**src/rtl/ptp_tc_pkg.sv**
```systemverilog
package ptp_tc_pkg;
  localparam int unsigned SEC_W       = 32;
  localparam int unsigned NS_W        = 30;
  localparam int unsigned FRAC_W      = 32;
  localparam int unsigned RATE_W      = 30;
  localparam int unsigned PHASE_W     = 8;
  localparam int unsigned ADDR_W      = 3;
  localparam int unsigned DATA_W      = 32;
  localparam int unsigned NOM_INC_NS  = 40;
  localparam int unsigned NS_PER_SEC  = 1_000_000_000;

  localparam logic [ADDR_W-1:0] A_CTRL  = 3'd0;
  localparam logic [ADDR_W-1:0] A_SEC   = 3'd1;
  localparam logic [ADDR_W-1:0] A_NS    = 3'd2;
  localparam logic [ADDR_W-1:0] A_PHASE = 3'd3;
  localparam logic [ADDR_W-1:0] A_RATE  = 3'd4;

  localparam int unsigned CB_CNT_EN = 0;
  localparam int unsigned CB_ADJ_EN = 1;
  localparam int unsigned CB_DIR    = 2;
  localparam int unsigned CB_SNAP   = 3;
  localparam int unsigned CB_LOAD   = 4;
  localparam int unsigned CB_STEP   = 5;
  localparam int unsigned RB_UP     = 31;

  typedef struct packed {
    logic snap;
    logic load;
    logic step;
  } cmd_t;
endpackage

```
**src/rtl/ptp_tc_regs.sv**
```systemverilog
module ptp_tc_regs
  import ptp_tc_pkg::*;
#(
  parameter int unsigned SW = SEC_W,
  parameter int unsigned NW = NS_W,
  parameter int unsigned RW = RATE_W,
  parameter int unsigned PW = PHASE_W,
  parameter int unsigned AW = ADDR_W,
  parameter int unsigned DW = DATA_W
) (
  input  logic          clk_i,
  input  logic          rst_ni,
  input  logic          wr_i,
  input  logic          rd_i,
  input  logic [AW-1:0] addr_i,
  input  logic [DW-1:0] wdata_i,
  output logic [DW-1:0] rdata_o,
  input  logic [SW-1:0] run_sec_i,
  input  logic [NW-1:0] run_ns_i,
  input  logic [PW-1:0] run_phase_i,
  output logic          cnt_en_o,
  output logic          adj_en_o,
  output logic          dir_o,
  output cmd_t          cmd_o,
  output logic [SW-1:0] sh_sec_o,
  output logic [NW-1:0] sh_ns_o,
  output logic [RW-1:0] rate_mag_o,
  output logic          rate_up_o
);
  logic          cnt_en_q, adj_en_q, dir_q, rate_up_q;
  cmd_t          cmd_q;
  logic [SW-1:0] sh_sec_q;
  logic [NW-1:0] sh_ns_q;
  logic [PW-1:0] sh_ph_q;
  logic [RW-1:0] mag_q;
  logic [DW-1:0] rdata_q, rd_mux;
  logic          wr_ctrl;

  assign wr_ctrl = wr_i && (addr_i == A_CTRL);

  always_ff @(posedge clk_i or negedge rst_ni) begin
    if (!rst_ni) begin
      cnt_en_q <= 1'b0;
      adj_en_q <= 1'b0;
      dir_q    <= 1'b0;
      cmd_q    <= '0;
    end else begin
      cmd_q <= '0;
      if (wr_ctrl) begin
        cnt_en_q   <= wdata_i[CB_CNT_EN];
        adj_en_q   <= wdata_i[CB_ADJ_EN];
        dir_q      <= wdata_i[CB_DIR];
        cmd_q.snap <= wdata_i[CB_SNAP];
        cmd_q.load <= wdata_i[CB_LOAD];
        cmd_q.step <= wdata_i[CB_STEP];
      end
    end
  end

  // snapshot wins over a software write in the same cycle
  always_ff @(posedge clk_i or negedge rst_ni) begin
    if (!rst_ni) begin
      sh_sec_q <= '0;
      sh_ns_q  <= '0;
      sh_ph_q  <= '0;
    end else if (cmd_q.snap) begin
      sh_sec_q <= run_sec_i;
      sh_ns_q  <= run_ns_i;
      sh_ph_q  <= run_phase_i;
    end else if (wr_i) begin
      if (addr_i == A_SEC) sh_sec_q <= wdata_i[SW-1:0];
      if (addr_i == A_NS)  sh_ns_q  <= wdata_i[NW-1:0];
    end
  end

  always_ff @(posedge clk_i or negedge rst_ni) begin
    if (!rst_ni) begin
      mag_q     <= '0;
      rate_up_q <= 1'b0;
    end else if (wr_i && addr_i == A_RATE) begin
      mag_q     <= wdata_i[RW-1:0];
      rate_up_q <= wdata_i[RB_UP];
    end
  end

  always_comb begin
    rd_mux = '0;
    unique case (addr_i)
      A_CTRL: begin
        rd_mux[CB_CNT_EN] = cnt_en_q;
        rd_mux[CB_ADJ_EN] = adj_en_q;
        rd_mux[CB_DIR]    = dir_q;
        rd_mux[CB_SNAP]   = cmd_q.snap;
        rd_mux[CB_LOAD]   = cmd_q.load;
        rd_mux[CB_STEP]   = cmd_q.step;
      end
      A_SEC:   rd_mux = DW'(sh_sec_q);
      A_NS:    rd_mux = DW'(sh_ns_q);
      A_PHASE: rd_mux = DW'(sh_ph_q);
      A_RATE: begin
        rd_mux[RW-1:0] = mag_q;
        rd_mux[RB_UP]  = rate_up_q;
      end
      default: rd_mux = '0;
    endcase
  end

  always_ff @(posedge clk_i or negedge rst_ni) begin
    if (!rst_ni)   rdata_q <= '0;
    else if (rd_i) rdata_q <= rd_mux;
  end

  assign rdata_o    = rdata_q;
  assign cnt_en_o   = cnt_en_q;
  assign adj_en_o   = adj_en_q;
  assign dir_o      = dir_q;
  assign cmd_o      = cmd_q;
  assign sh_sec_o   = sh_sec_q;
  assign sh_ns_o    = sh_ns_q;
  assign rate_mag_o = mag_q;
  assign rate_up_o  = rate_up_q;

  AST_CMD_SELF_CLEAR: assert property (@(posedge clk_i) disable iff (!rst_ni)
    (cmd_q != '0 && !wr_ctrl) |=> (cmd_q == '0));
  AST_PHASE_RO: assert property (@(posedge clk_i) disable iff (!rst_ni)
    (!cmd_q.snap) |=> $stable(sh_ph_q));
endmodule

```
**src/rtl/ptp_tc_rate.sv**
```systemverilog
module ptp_tc_rate
  import ptp_tc_pkg::*;
#(
  parameter int unsigned FW  = FRAC_W,
  parameter int unsigned RW  = RATE_W,
  parameter int unsigned NOM = NOM_INC_NS,
  localparam int unsigned IW = $clog2(NOM + 2)
) (
  input  logic [FW-1:0] frac_i,
  input  logic          adj_en_i,
  input  logic [RW-1:0] mag_i,
  input  logic          up_i,
  output logic [FW-1:0] frac_next_o,
  output logic [IW-1:0] ns_inc_o
);
  logic [FW:0] mag_ext, acc;

  assign mag_ext = (FW+1)'(mag_i);

  // sign-magnitude trim: carry adds 1 ns, borrow removes 1 ns
  always_comb begin
    if (!adj_en_i) begin
      acc      = {1'b0, frac_i};
      ns_inc_o = IW'(NOM);
    end else if (up_i) begin
      acc      = {1'b0, frac_i} + mag_ext;
      ns_inc_o = IW'(NOM) + IW'(acc[FW]);
    end else begin
      acc      = {1'b0, frac_i} - mag_ext;
      ns_inc_o = IW'(NOM) - IW'(acc[FW]);
    end
  end

  assign frac_next_o = acc[FW-1:0];
endmodule

```
**src/rtl/ptp_tc_counter.sv**
```systemverilog
module ptp_tc_counter
  import ptp_tc_pkg::*;
#(
  parameter int unsigned SW   = SEC_W,
  parameter int unsigned NW   = NS_W,
  parameter int unsigned FW   = FRAC_W,
  parameter int unsigned PW   = PHASE_W,
  parameter int unsigned NOM  = NOM_INC_NS,
  parameter int unsigned WRAP = NS_PER_SEC,
  localparam int unsigned IW  = $clog2(NOM + 2)
) (
  input  logic          clk_i,
  input  logic          rst_ni,
  input  logic          tick_i,
  input  logic          cnt_en_i,
  input  logic          load_i,
  input  logic          step_i,
  input  logic          dir_i,
  input  logic [SW-1:0] sh_sec_i,
  input  logic [NW-1:0] sh_ns_i,
  input  logic [IW-1:0] ns_inc_i,
  input  logic [FW-1:0] frac_next_i,
  output logic [SW-1:0] sec_o,
  output logic [NW-1:0] ns_o,
  output logic [FW-1:0] frac_o,
  output logic [PW-1:0] phase_o
);
  localparam logic [NW:0]   WRAP_V = (NW+1)'(WRAP);
  localparam logic [PW-1:0] PH_MAX = '1;

  logic [SW-1:0] sec_q;
  logic [NW-1:0] ns_q;
  logic [FW-1:0] frac_q;
  logic [PW-1:0] ph_q;

  logic [NW:0]   tick_sum, fwd_sum, bwd_diff, ns_tick, ns_step;
  logic          tick_wrap, fwd_wrap, bwd_borrow;
  logic [SW-1:0] sec_tick, sec_step;

  always_comb begin
    tick_sum   = {1'b0, ns_q} + (NW+1)'(ns_inc_i);
    tick_wrap  = tick_sum >= WRAP_V;
    ns_tick    = tick_wrap ? tick_sum - WRAP_V : tick_sum;
    sec_tick   = sec_q + SW'(tick_wrap);

    fwd_sum    = {1'b0, ns_q} + {1'b0, sh_ns_i};
    fwd_wrap   = fwd_sum >= WRAP_V;
    bwd_borrow = ns_q < sh_ns_i;
    bwd_diff   = {1'b0, ns_q} - {1'b0, sh_ns_i};
    if (dir_i) begin
      ns_step  = fwd_wrap ? fwd_sum - WRAP_V : fwd_sum;
      sec_step = sec_q + sh_sec_i + SW'(fwd_wrap);
    end else begin
      ns_step  = bwd_borrow ? bwd_diff + WRAP_V : bwd_diff;
      sec_step = sec_q - sh_sec_i - SW'(bwd_borrow);
    end
  end

  // load > step > counted tick
  always_ff @(posedge clk_i or negedge rst_ni) begin
    if (!rst_ni) begin
      sec_q  <= '0;
      ns_q   <= '0;
      frac_q <= '0;
    end else if (load_i) begin
      sec_q  <= sh_sec_i;
      ns_q   <= sh_ns_i;
      frac_q <= '0;
    end else if (step_i) begin
      sec_q  <= sec_step;
      ns_q   <= ns_step[NW-1:0];
    end else if (tick_i && cnt_en_i) begin
      sec_q  <= sec_tick;
      ns_q   <= ns_tick[NW-1:0];
      frac_q <= frac_next_i;
    end
  end

  // edges since last strobe edge, strobe edge counts as 1
  always_ff @(posedge clk_i or negedge rst_ni) begin
    if (!rst_ni)             ph_q <= '0;
    else if (tick_i)         ph_q <= PW'(1);
    else if (ph_q != PH_MAX) ph_q <= ph_q + PW'(1);
  end

  assign sec_o   = sec_q;
  assign ns_o    = ns_q;
  assign frac_o  = frac_q;
  assign phase_o = ph_q;

  AST_NS_RANGE: assert property (@(posedge clk_i) disable iff (!rst_ni)
    ({1'b0, ns_q} < WRAP_V));
  AST_HOLD_DISABLED: assert property (@(posedge clk_i) disable iff (!rst_ni)
    (!cnt_en_i && !load_i && !step_i) |=> ($stable(sec_q) && $stable(ns_q) && $stable(frac_q)));
  AST_TICK_STEP_SIZE: assert property (@(posedge clk_i) disable iff (!rst_ni)
    (tick_i && cnt_en_i && !load_i && !step_i) |=>
      (((ns_q >= $past(ns_q)) ? ({1'b0, ns_q} - {1'b0, $past(ns_q)})
                              : ({1'b0, ns_q} + WRAP_V - {1'b0, $past(ns_q)})) >= (NW+1)'(NOM - 1)) &&
      (((ns_q >= $past(ns_q)) ? ({1'b0, ns_q} - {1'b0, $past(ns_q)})
                              : ({1'b0, ns_q} + WRAP_V - {1'b0, $past(ns_q)})) <= (NW+1)'(NOM + 1)));
  AST_LOAD_FRAC_ZERO: assert property (@(posedge clk_i) disable iff (!rst_ni)
    load_i |=> (frac_q == '0 && ns_q == $past(sh_ns_i)));
  AST_LOAD_PRIORITY: assert property (@(posedge clk_i) disable iff (!rst_ni)
    (load_i && step_i) |=> (sec_q == $past(sh_sec_i)));
  AST_STEP_FWD_SEC: assert property (@(posedge clk_i) disable iff (!rst_ni)
    (step_i && !load_i && dir_i) |=>
      (sec_q == $past(sec_q) + $past(sh_sec_i) || sec_q == $past(sec_q) + $past(sh_sec_i) + SW'(1)));
endmodule

```
**src/rtl/ptp_time_counter.sv**
```systemverilog
module ptp_time_counter
  import ptp_tc_pkg::*;
#(
  parameter int unsigned SW = SEC_W,
  parameter int unsigned NW = NS_W,
  parameter int unsigned FW = FRAC_W,
  parameter int unsigned RW = RATE_W,
  parameter int unsigned PW = PHASE_W,
  parameter int unsigned AW = ADDR_W,
  parameter int unsigned DW = DATA_W
) (
  input  logic          clk_i,
  input  logic          rst_ni,
  input  logic          tick_i,
  input  logic          wr_i,
  input  logic          rd_i,
  input  logic [AW-1:0] addr_i,
  input  logic [DW-1:0] wdata_i,
  output logic [DW-1:0] rdata_o,
  output logic [SW-1:0] time_sec_o,
  output logic [NW-1:0] time_ns_o,
  output logic [FW-1:0] time_frac_o
);
  localparam int unsigned IW = $clog2(NOM_INC_NS + 2);

  logic          cnt_en, adj_en, dir, rate_up;
  cmd_t          cmd;
  logic [SW-1:0] sh_sec, sec;
  logic [NW-1:0] sh_ns, ns;
  logic [FW-1:0] frac, frac_next;
  logic [RW-1:0] rate_mag;
  logic [PW-1:0] phase;
  logic [IW-1:0] ns_inc;

  ptp_tc_regs #(.SW(SW), .NW(NW), .RW(RW), .PW(PW), .AW(AW), .DW(DW)) u_regs (
    .clk_i, .rst_ni, .wr_i, .rd_i, .addr_i, .wdata_i, .rdata_o,
    .run_sec_i(sec), .run_ns_i(ns), .run_phase_i(phase),
    .cnt_en_o(cnt_en), .adj_en_o(adj_en), .dir_o(dir), .cmd_o(cmd),
    .sh_sec_o(sh_sec), .sh_ns_o(sh_ns), .rate_mag_o(rate_mag), .rate_up_o(rate_up)
  );

  ptp_tc_rate #(.FW(FW), .RW(RW), .NOM(NOM_INC_NS)) u_rate (
    .frac_i(frac), .adj_en_i(adj_en), .mag_i(rate_mag), .up_i(rate_up),
    .frac_next_o(frac_next), .ns_inc_o(ns_inc)
  );

  ptp_tc_counter #(.SW(SW), .NW(NW), .FW(FW), .PW(PW), .NOM(NOM_INC_NS), .WRAP(NS_PER_SEC)) u_cnt (
    .clk_i, .rst_ni, .tick_i, .cnt_en_i(cnt_en), .load_i(cmd.load), .step_i(cmd.step),
    .dir_i(dir), .sh_sec_i(sh_sec), .sh_ns_i(sh_ns), .ns_inc_i(ns_inc),
    .frac_next_i(frac_next), .sec_o(sec), .ns_o(ns), .frac_o(frac), .phase_o(phase)
  );

  assign time_sec_o  = sec;
  assign time_ns_o   = ns;
  assign time_frac_o = frac;
endmodule

```
**config.mk**
```make
export PLATFORM = sky130hd
export DESIGN_NAME = ptp_time_counter
export DESIGN_NICKNAME = d
export VERILOG_FILES = /design/src/rtl/ptp_tc_pkg.sv /design/src/rtl/ptp_tc_regs.sv /design/src/rtl/ptp_tc_rate.sv /design/src/rtl/ptp_tc_counter.sv /design/src/rtl/ptp_time_counter.sv
export SDC_FILE = /design/constraint.sdc
export NUM_CORES = 1
export LEC_CHECK = 0
export ABC_CLOCK_PERIOD_IN_PS = 9720
export BUFFER_PORTS_ARGS = -buffer_cell sky130_fd_sc_hd__buf_2
export CELL_PAD_IN_SITES_DETAIL_PLACEMENT = 0
export CELL_PAD_IN_SITES_GLOBAL_PLACEMENT = 1
export CORE_MARGIN = 4
export CORE_UTILIZATION = 40
export DETAILED_ROUTE_END_ITERATION = 8
export HOLD_SLACK_MARGIN = 0.06
export PLACE_DENSITY_LB_ADDON = 0.1
export SETUP_SLACK_MARGIN = 0.4
export SKIP_CTS_REPAIR_TIMING = 1
export SLEW_MARGIN = 20
export SYNTH_ARGS = -nofsm -noshare
export SYNTH_HDL_FRONTEND = slang
export SYNTH_SLANG_ARGS = --single-unit
```
**constraint.sdc**
```tcl
create_clock -name clk_i -period 9.72 [get_ports clk_i]
set_clock_uncertainty 0.15 [all_clocks]
set_input_delay 0.486 -clock clk_i [delete_from_list [all_inputs] [get_ports clk_i]]
set_output_delay 0.486 -clock clk_i [all_outputs]
set_load 0.02 [all_outputs]
```
# Yosys cells after proc, flatten, opt, wreduce, memory -nomap -nowiden
# Index checks and enable logic that the tools add are counted.
dict set report totals {
  register_bits 241
}
dict set report op_classes {
  add_sub_neg 16
  n_lt_le_gt_ge 3
  n_eq_ne 6
  n_mux 31
  n_reduce_logical 14
}
# op n
set op_table {}
lappend op_table {{$mux 32} 12}
lappend op_table {{$mux 30} 10}
lappend op_table {{$pmux 24 s4} 1}
lappend op_table {{$add 32x1->32} 2}
lappend op_table {{$ge 31x30->1 const B} 2}
lappend op_table {{$sub 30x30->30 const B} 2}
lappend op_table {{$add 32x30->33} 1}
lappend op_table {{$sub 32x30->33} 1}
lappend op_table {{$add 32x32->32} 1}
lappend op_table {{$sub 32x1->32} 1}
lappend op_table {{$sub 32x32->32} 1}
lappend op_table {{$add 30x30->31} 1}
lappend op_table {{$add 30x6->31} 1}
lappend op_table {{$add 30x30->30 const B} 1}
lappend op_table {{$lt 30x30->1} 1}
lappend op_table {{$pmux 6 s5} 1}
lappend op_table {{$sub 30x30->30} 1}
lappend op_table {{$mux 8} 2}
lappend op_table {{$mux 6} 2}
lappend op_table {{$reduce_bool 2->1} 6}
lappend op_table {{$add 8x1->8 const B} 1}
lappend op_table {{$ne 8x8->1 const B} 1}
lappend op_table {{$add 6x1->6 const A} 1}
lappend op_table {{$eq 3x2->1 const B} 2}
lappend op_table {{other kinds (12)} 15}

# Depth between registers and ports, before layout
dict set report depth {
  depth_word 10
  mapped_depth 41
  depth_no_buf 38
}

# Hierarchy
# A second synthesis with hierarchy kept.
dict set report unflattened {
  cells_unflattened 3358
  hier_area_um2 26653.1
}
# mod n_inst cells_per_inst area_each_um2 seq_area_each_um2
set modules_own_cells {}
lappend modules_own_cells {ptp_tc_counter 1 2173 16036.6 2552.4}
lappend modules_own_cells {ptp_tc_regs 1 565 6537.5 3478.3}
lappend modules_own_cells {ptp_tc_rate 1 620 4078.9 0.0}

# Worst setup path before layout
# Ideal clock, no wire load.
dict set report synth_timing {
  path_kind {reg-to-reg}
  startpoint {register u_cnt.frac_q[0], in the netlist u_cnt.frac_o[0]}
  endpoint {register u_cnt.sec_q[24], in the netlist u_cnt.sec_o[24]}
  setup_time_ns 0.087
  arrival_ns 8.732
  t_required_ns 9.483
  path_slack_ns 0.751
  stages_incl_launch_ff 41
  path_buffers 3
  path_cell_list {dfrtp_1 -> inv_1 -> ha_1 -> inv_1 -> fa_1 -> a21o_1 -> a21oi_1 -> o211ai_1 -> and3_1 -> a221o_1 -> o21ba_2 -> nand4_1 -> a31oi_1 -> a41o_1 -> or4b_2 -> inv_1 -> ha_1 -> buf_6 -> [5 not listed] -> or4_1 -> o32a_1 -> o211a_1 -> or2_1 -> buf_6 -> inv_1 -> ha_1 -> nand4_1 -> or3_1 -> nor2_1 -> and2_0 -> and4_1 -> nand2_1 -> nor2_1 -> xnor2_1 -> nor2_1 -> a311o_1 -> a22oi_1}
}
dict set report synth_via {
  elab_chain_cells 10
}
# item line
set synth_lines {}
lappend synth_lines {{start: declaration} ptp_tc_counter.sv:33} ;# logic [FW-1:0] frac_q;
lappend synth_lines {{start signal: assignment} ptp_tc_counter.sv:75} ;# frac_q <= frac_next_i;
lappend synth_lines {{$sub 32x30->33 or $add 32x30->33 (tied branches)} {ptp_tc_rate.sv:29, ptp_tc_rate.sv:26}}
lappend synth_lines {{$sub 6x1->6 or $add 6x1->6 (tied branches)} {ptp_tc_rate.sv:30, ptp_tc_rate.sv:27}}
lappend synth_lines {{$mux 6 (*)} ptp_tc_rate.sv:25} ;# end else if (up_i) begin
lappend synth_lines {{$mux 6 (*)} ptp_tc_rate.sv:22} ;# if (!adj_en_i) begin
lappend synth_lines {{$add 30x6->31 (*)} ptp_tc_counter.sv:41} ;# tick_sum = {1'b0, ns_q} + (NW+1)'(ns_inc_i);
lappend synth_lines {{$ge 31x30->1 (*)} ptp_tc_counter.sv:42} ;# tick_wrap = tick_sum >= WRAP_V;
lappend synth_lines {{$add 32x1->32 (*)} ptp_tc_counter.sv:44} ;# sec_tick = sec_q + SW'(tick_wrap);
lappend synth_lines {{$mux 32 (*)} ptp_tc_counter.sv:72} ;# end else if (tick_i && cnt_en_i) begin
lappend synth_lines {{$mux 32 (*)} ptp_tc_counter.sv:69} ;# end else if (step_i) begin
lappend synth_lines {{$mux 32 (*)} ptp_tc_counter.sv:65} ;# end else if (load_i) begin
lappend synth_lines {{end signal: assignment} ptp_tc_counter.sv:66} ;# sec_q <= sh_sec_i;
lappend synth_lines {{end signal: assignment} ptp_tc_counter.sv:70} ;# sec_q <= sec_step;
lappend synth_lines {{end signal: assignment} ptp_tc_counter.sv:73} ;# sec_q <= sec_tick;
lappend synth_lines {{end: declaration} ptp_tc_counter.sv:31} ;# logic [SW-1:0] sec_q;
# Every way passes the cells marked *; elsewhere a longest branch is shown, timed or not. The select of a mux whose other input is x is not followed.
# A chain may end at the register's enable or synchronous reset.

# Worst setup path after layout
# Ends and elaborated chain as after synthesis.

==> results.yml <==
grt:
  number_of_global_route_vias_before_repair: 24792
  grt_remaining_overflow: 0
  total_global_routing_track_utilization_pct: 29.6
  wire_length_of_the_first_global_routing_pass_mm: 155
  grt_antenna_before_repair: 0
  grt_max_degree: 144
logic_synthesis:
  post_synthesis_sequential_area_ratio_pct: 23.8
  mux_cell_area_share_after_synthesis_pct: 4.33
  mappedNetlistArea_um2: 25300
  main_combinational_cell_family_by_area_after_synthesis: "compound AO/OA/AOI/OAI gates"
  compound_cell_area_share_of_the_yosys_netlist_pct: 27.8
  yosys.area_share.xor_xnor_pct: 7.02
  synth_warnings: 0
  synthesis.nets: 3549
  synth-main-ff-cell: "sky130_fd_sc_hd__dfrtp_1"
  synth_cells: 3280
  synth_area_per_cell_um2: 7.72
  biggest_area_contributors_in_the_synthesized_netlist: "sky130_fd_sc_hd__dfrtp_1 24%, sky130_fd_sc_hd__ha_1 11%, sky130_fd_sc_hd__xnor2_1 5.9%"
  synth_largest_area_cell: "sky130_fd_sc_hd__dfrtp_1"
  synth-adder-area-share_pct: 11.6
  fraction_of_the_mapped_netlist_area_in_simple_logic_gates_pct: 19.0
  yosys_register_bits: 241
  proportion_of_synthesized_flip_flops_having_asynchronous_set_or_reset_pct: 100
  synth_cell_types: 87
  synth_top_cells_by_count: "282 x sky130_fd_sc_hd__a21oi_1, 282 x sky130_fd_sc_hd__nand2_1, 274 x sky130_fd_sc_hd__nor2_1, 241 x sky130_fd_sc_hd__dfrtp_1, 237 x sky130_fd_sc_hd__inv_1"
  synth_top_area_share_pct: 23.8
  synth_edf_count: 0
floorplan:
  start_util_pct: 40.7
  top_level_ports: 166
  std_cell_rows: 91
  core_area_um2: 62200
  die_width_um: 260
  design.die.area_um2: 67400
  floorplan.die.height_um: 260
run:
  timing.max_cap.violations: 0
sta:
  setup_total_negative_slack_ns: 0
  timing_hold_violations_final: 0
  least_margin_pin_slew_ns: 1.14
  timing.final.crit_period_ns: 9.02
  grt_setup_unrepaired: "false"
  maxClockFrequency_mhz: 111
  final.period_utilization_pct: 92.8
  setup_slack_ns: 0.704
  maxSlewHeadroom_pct: 24.0
  slew_viol_final: 0
  setup_viol: 0
pwr:
  p_leak_nw: 12.0
  power.density_nw_per_um2: 418
  worst_ir_drop_vdd_mv: 0.170
  p_total_w: 0.0120
critical_path:
  end_kind: "flip-flop"
  setup.worst_path.class: "reg -> reg"
  worst-endpoint-arrival_ns: 9.37
  critical_path_required_time_ns: 10.08
  crit_path_max_fanout: 4
  timing.critical_path.from_type: "flip-flop"
  worst_path_largest_cell_delay_ns: 0.59
  cp_slowest_cell: "sky130_fd_sc_hd__or4b_4"
  number_of_cell_instances_on_the_worst_register_to_register_path: 37
  cp_common_cell: "sky130_fd_sc_hd__inv_1"
finish:
  share_of_the_core_filled_with_cells_in_the_final_layout_pct: 45.9
  postLayoutCellArea_um2: 28600
  final_nets: 3666
  num_antenna_cells: 0
  signed_area_change_from_the_synthesized_netlist_to_the_final_layout_pct: 12.7
  final_layout_size_suffix_gt1_share_pct: 12.2
worst_hold_path:
  min_path_cells: 3
  hold_path_class: "in -> reg"
drt:
  detail-route-antenna-nets: 0
  drt_first_iter_violations: 2631
  routed_wirelength_mm: 104
  overall_via_count_from_detail_route: 26010
  viasPerCell: 6.11
  drt_pass_1_iters: 6
  wl_per_cell_um: 24.4
  drc: 0
clock_tree:
  cts_tree: "done"
  cts-buffers-inserted: 31
  clock-sinks: 241
  clk_root_buffer_cell: "sky130_fd_sc_hd__clkbuf_16"
  clock_pin_slew_worst_setup_and_hold_paths_ns: 0.06
  clock_latency_ns: 0.60
  cts_max_level: 1
  max-clock-path-buffers: 3
placement:
  routabilityCongestion: 0.962
  post_dp_cell_area_um2: 27300
  dp_slack_ns: -0.163
  detailedPlacementHpwl_mm: 79.3
  io_buffer_count: 165
status:
  status: "finished, final reports clean"
placed cells by master (no fill, tap or decap), types with 41 or more instances in the layout:
master / count
sky130_fd_sc_hd__buf_2: 164
sky130_fd_sc_hd__o21bai_1: 41
sky130_fd_sc_hd__nand2_1: 282
sky130_fd_sc_hd__ha_1: 217
sky130_fd_sc_hd__a21oi_1: 279
sky130_fd_sc_hd__inv_1: 236
sky130_fd_sc_hd__mux2i_1: 77
sky130_fd_sc_hd__nor3_1: 81
sky130_fd_sc_hd__xnor2_1: 170
sky130_fd_sc_hd__o21ai_0: 230
sky130_fd_sc_hd__nand3_1: 80
sky130_fd_sc_hd__a21o_1: 50
sky130_fd_sc_hd__a211oi_1: 49
sky130_fd_sc_hd__nor2_1: 268
sky130_fd_sc_hd__dfrtp_1: 237
sky130_fd_sc_hd__buf_4: 94
sky130_fd_sc_hd__o31ai_1: 44
cell families after synthesis:
| family | Yosys count |
|---|---|
| AO/OA/AOI/OAI | 1076 |
| XOR/XNOR | 203 |
| adder cells (fa/ha/maj) | 229 |
| buffers and inverters | 427 |
| flip-flops | 241 |
| multiplexers | 100 |
| AND/OR/NAND/NOR | 1004 |
flip-flops by register name, summed over array words and instances (netlist names):
| signal | count |
|---|---|
| u_regs.cmd_o | 3 |
| u_regs.sh_ns_o | 30 |
| u_cnt.phase_o | 8 |
| u_cnt.ns_o | 30 |
| u_regs.adj_en_o | 1 |
| u_regs.sh_sec_o | 32 |
| u_cnt.sec_o | 32 |
| u_regs.rdata_o | 32 |
| u_cnt.frac_o | 32 |
| u_regs.rate_up_o | 1 |
| u_regs.sh_ph_q | 8 |
| u_regs.cnt_en_o | 1 |
| u_regs.rate_mag_o | 30 |
| u_regs.dir_o | 1 |
worst max-delay path: cells and delay by family (launching register included):
kind | cells | cell delay (ns)
flops | 1 | 0.40
buf+inv | 4 | 0.32
xor+xnor | 1 | 0.12
simple gates | 14 | 3.39
mux | 1 | 0.39
fa+ha+maj | 4 | 0.99
compound gates | 13 | 3.14
metrics by stage:
stage	hold WS [ns]	cells
6_report	0.0507	4258
5_1_grt	0.0650	4258
4_1_cts	-0.203	4249
3_5_place_dp	0.318	4192
3_3_place_gp	0.313	4192
2_1_floorplan	0.0404	3280
metal layers:
metal  routed length (µm)  part of all wire (%)  GRT usage (%)
met1                47700                    46           42.1
met2                45600                    44           45.8
met3                 6700                   6.4           4.54
met4                 3970                   3.8           9.79
met5                    0                     0              0
worst paths after layout:
kind | from | slack [ns] | to
max reg2reg | u_cnt.frac_o[0]$_DFFE_PN0P_ | 0.70 | u_cnt.sec_o[24]$_DFFE_PN0P_
min reg2reg | u_regs.rdata_o[10]$_DFFE_PN0P_ | 0.33 | u_regs.rdata_o[10]$_DFFE_PN0P_
min in group asynchronous | rst_ni | 0.37 | u_cnt.frac_o[0]$_DFFE_PN0P_
max in group asynchronous | rst_ni | 7.66 | u_regs.sh_ns_o[25]$_DFFE_PN0P_
max | u_cnt.frac_o[0]$_DFFE_PN0P_ | 0.70 | u_cnt.sec_o[24]$_DFFE_PN0P_
min | wdata_i[30] | 0.05 | u_regs.sh_sec_o[30]$_DFFE_PN0P_
where the power goes:
part | switching [W] | internal, W | total (W)
Clock | 0.000500 | 0.000729 | 0.00123
Combinational | 0.00551 | 0.00341 | 0.00891
Sequential | 0.000516 | 0.00129 | 0.00181
Total | 0.00652 | 0.00543 | 0.0120
cell type report:
type                    instances  area, µm²
clock inverters                13        175
repair buffers                268       1640
clock buffers                  44        875
flip-flops and latches        241       6040
fillers                      6438      33600
inverters                     243        918
well taps                     837       1050
multi-input cells            2612      17900
Note: power is estimated with default switching activity, not from simulation.
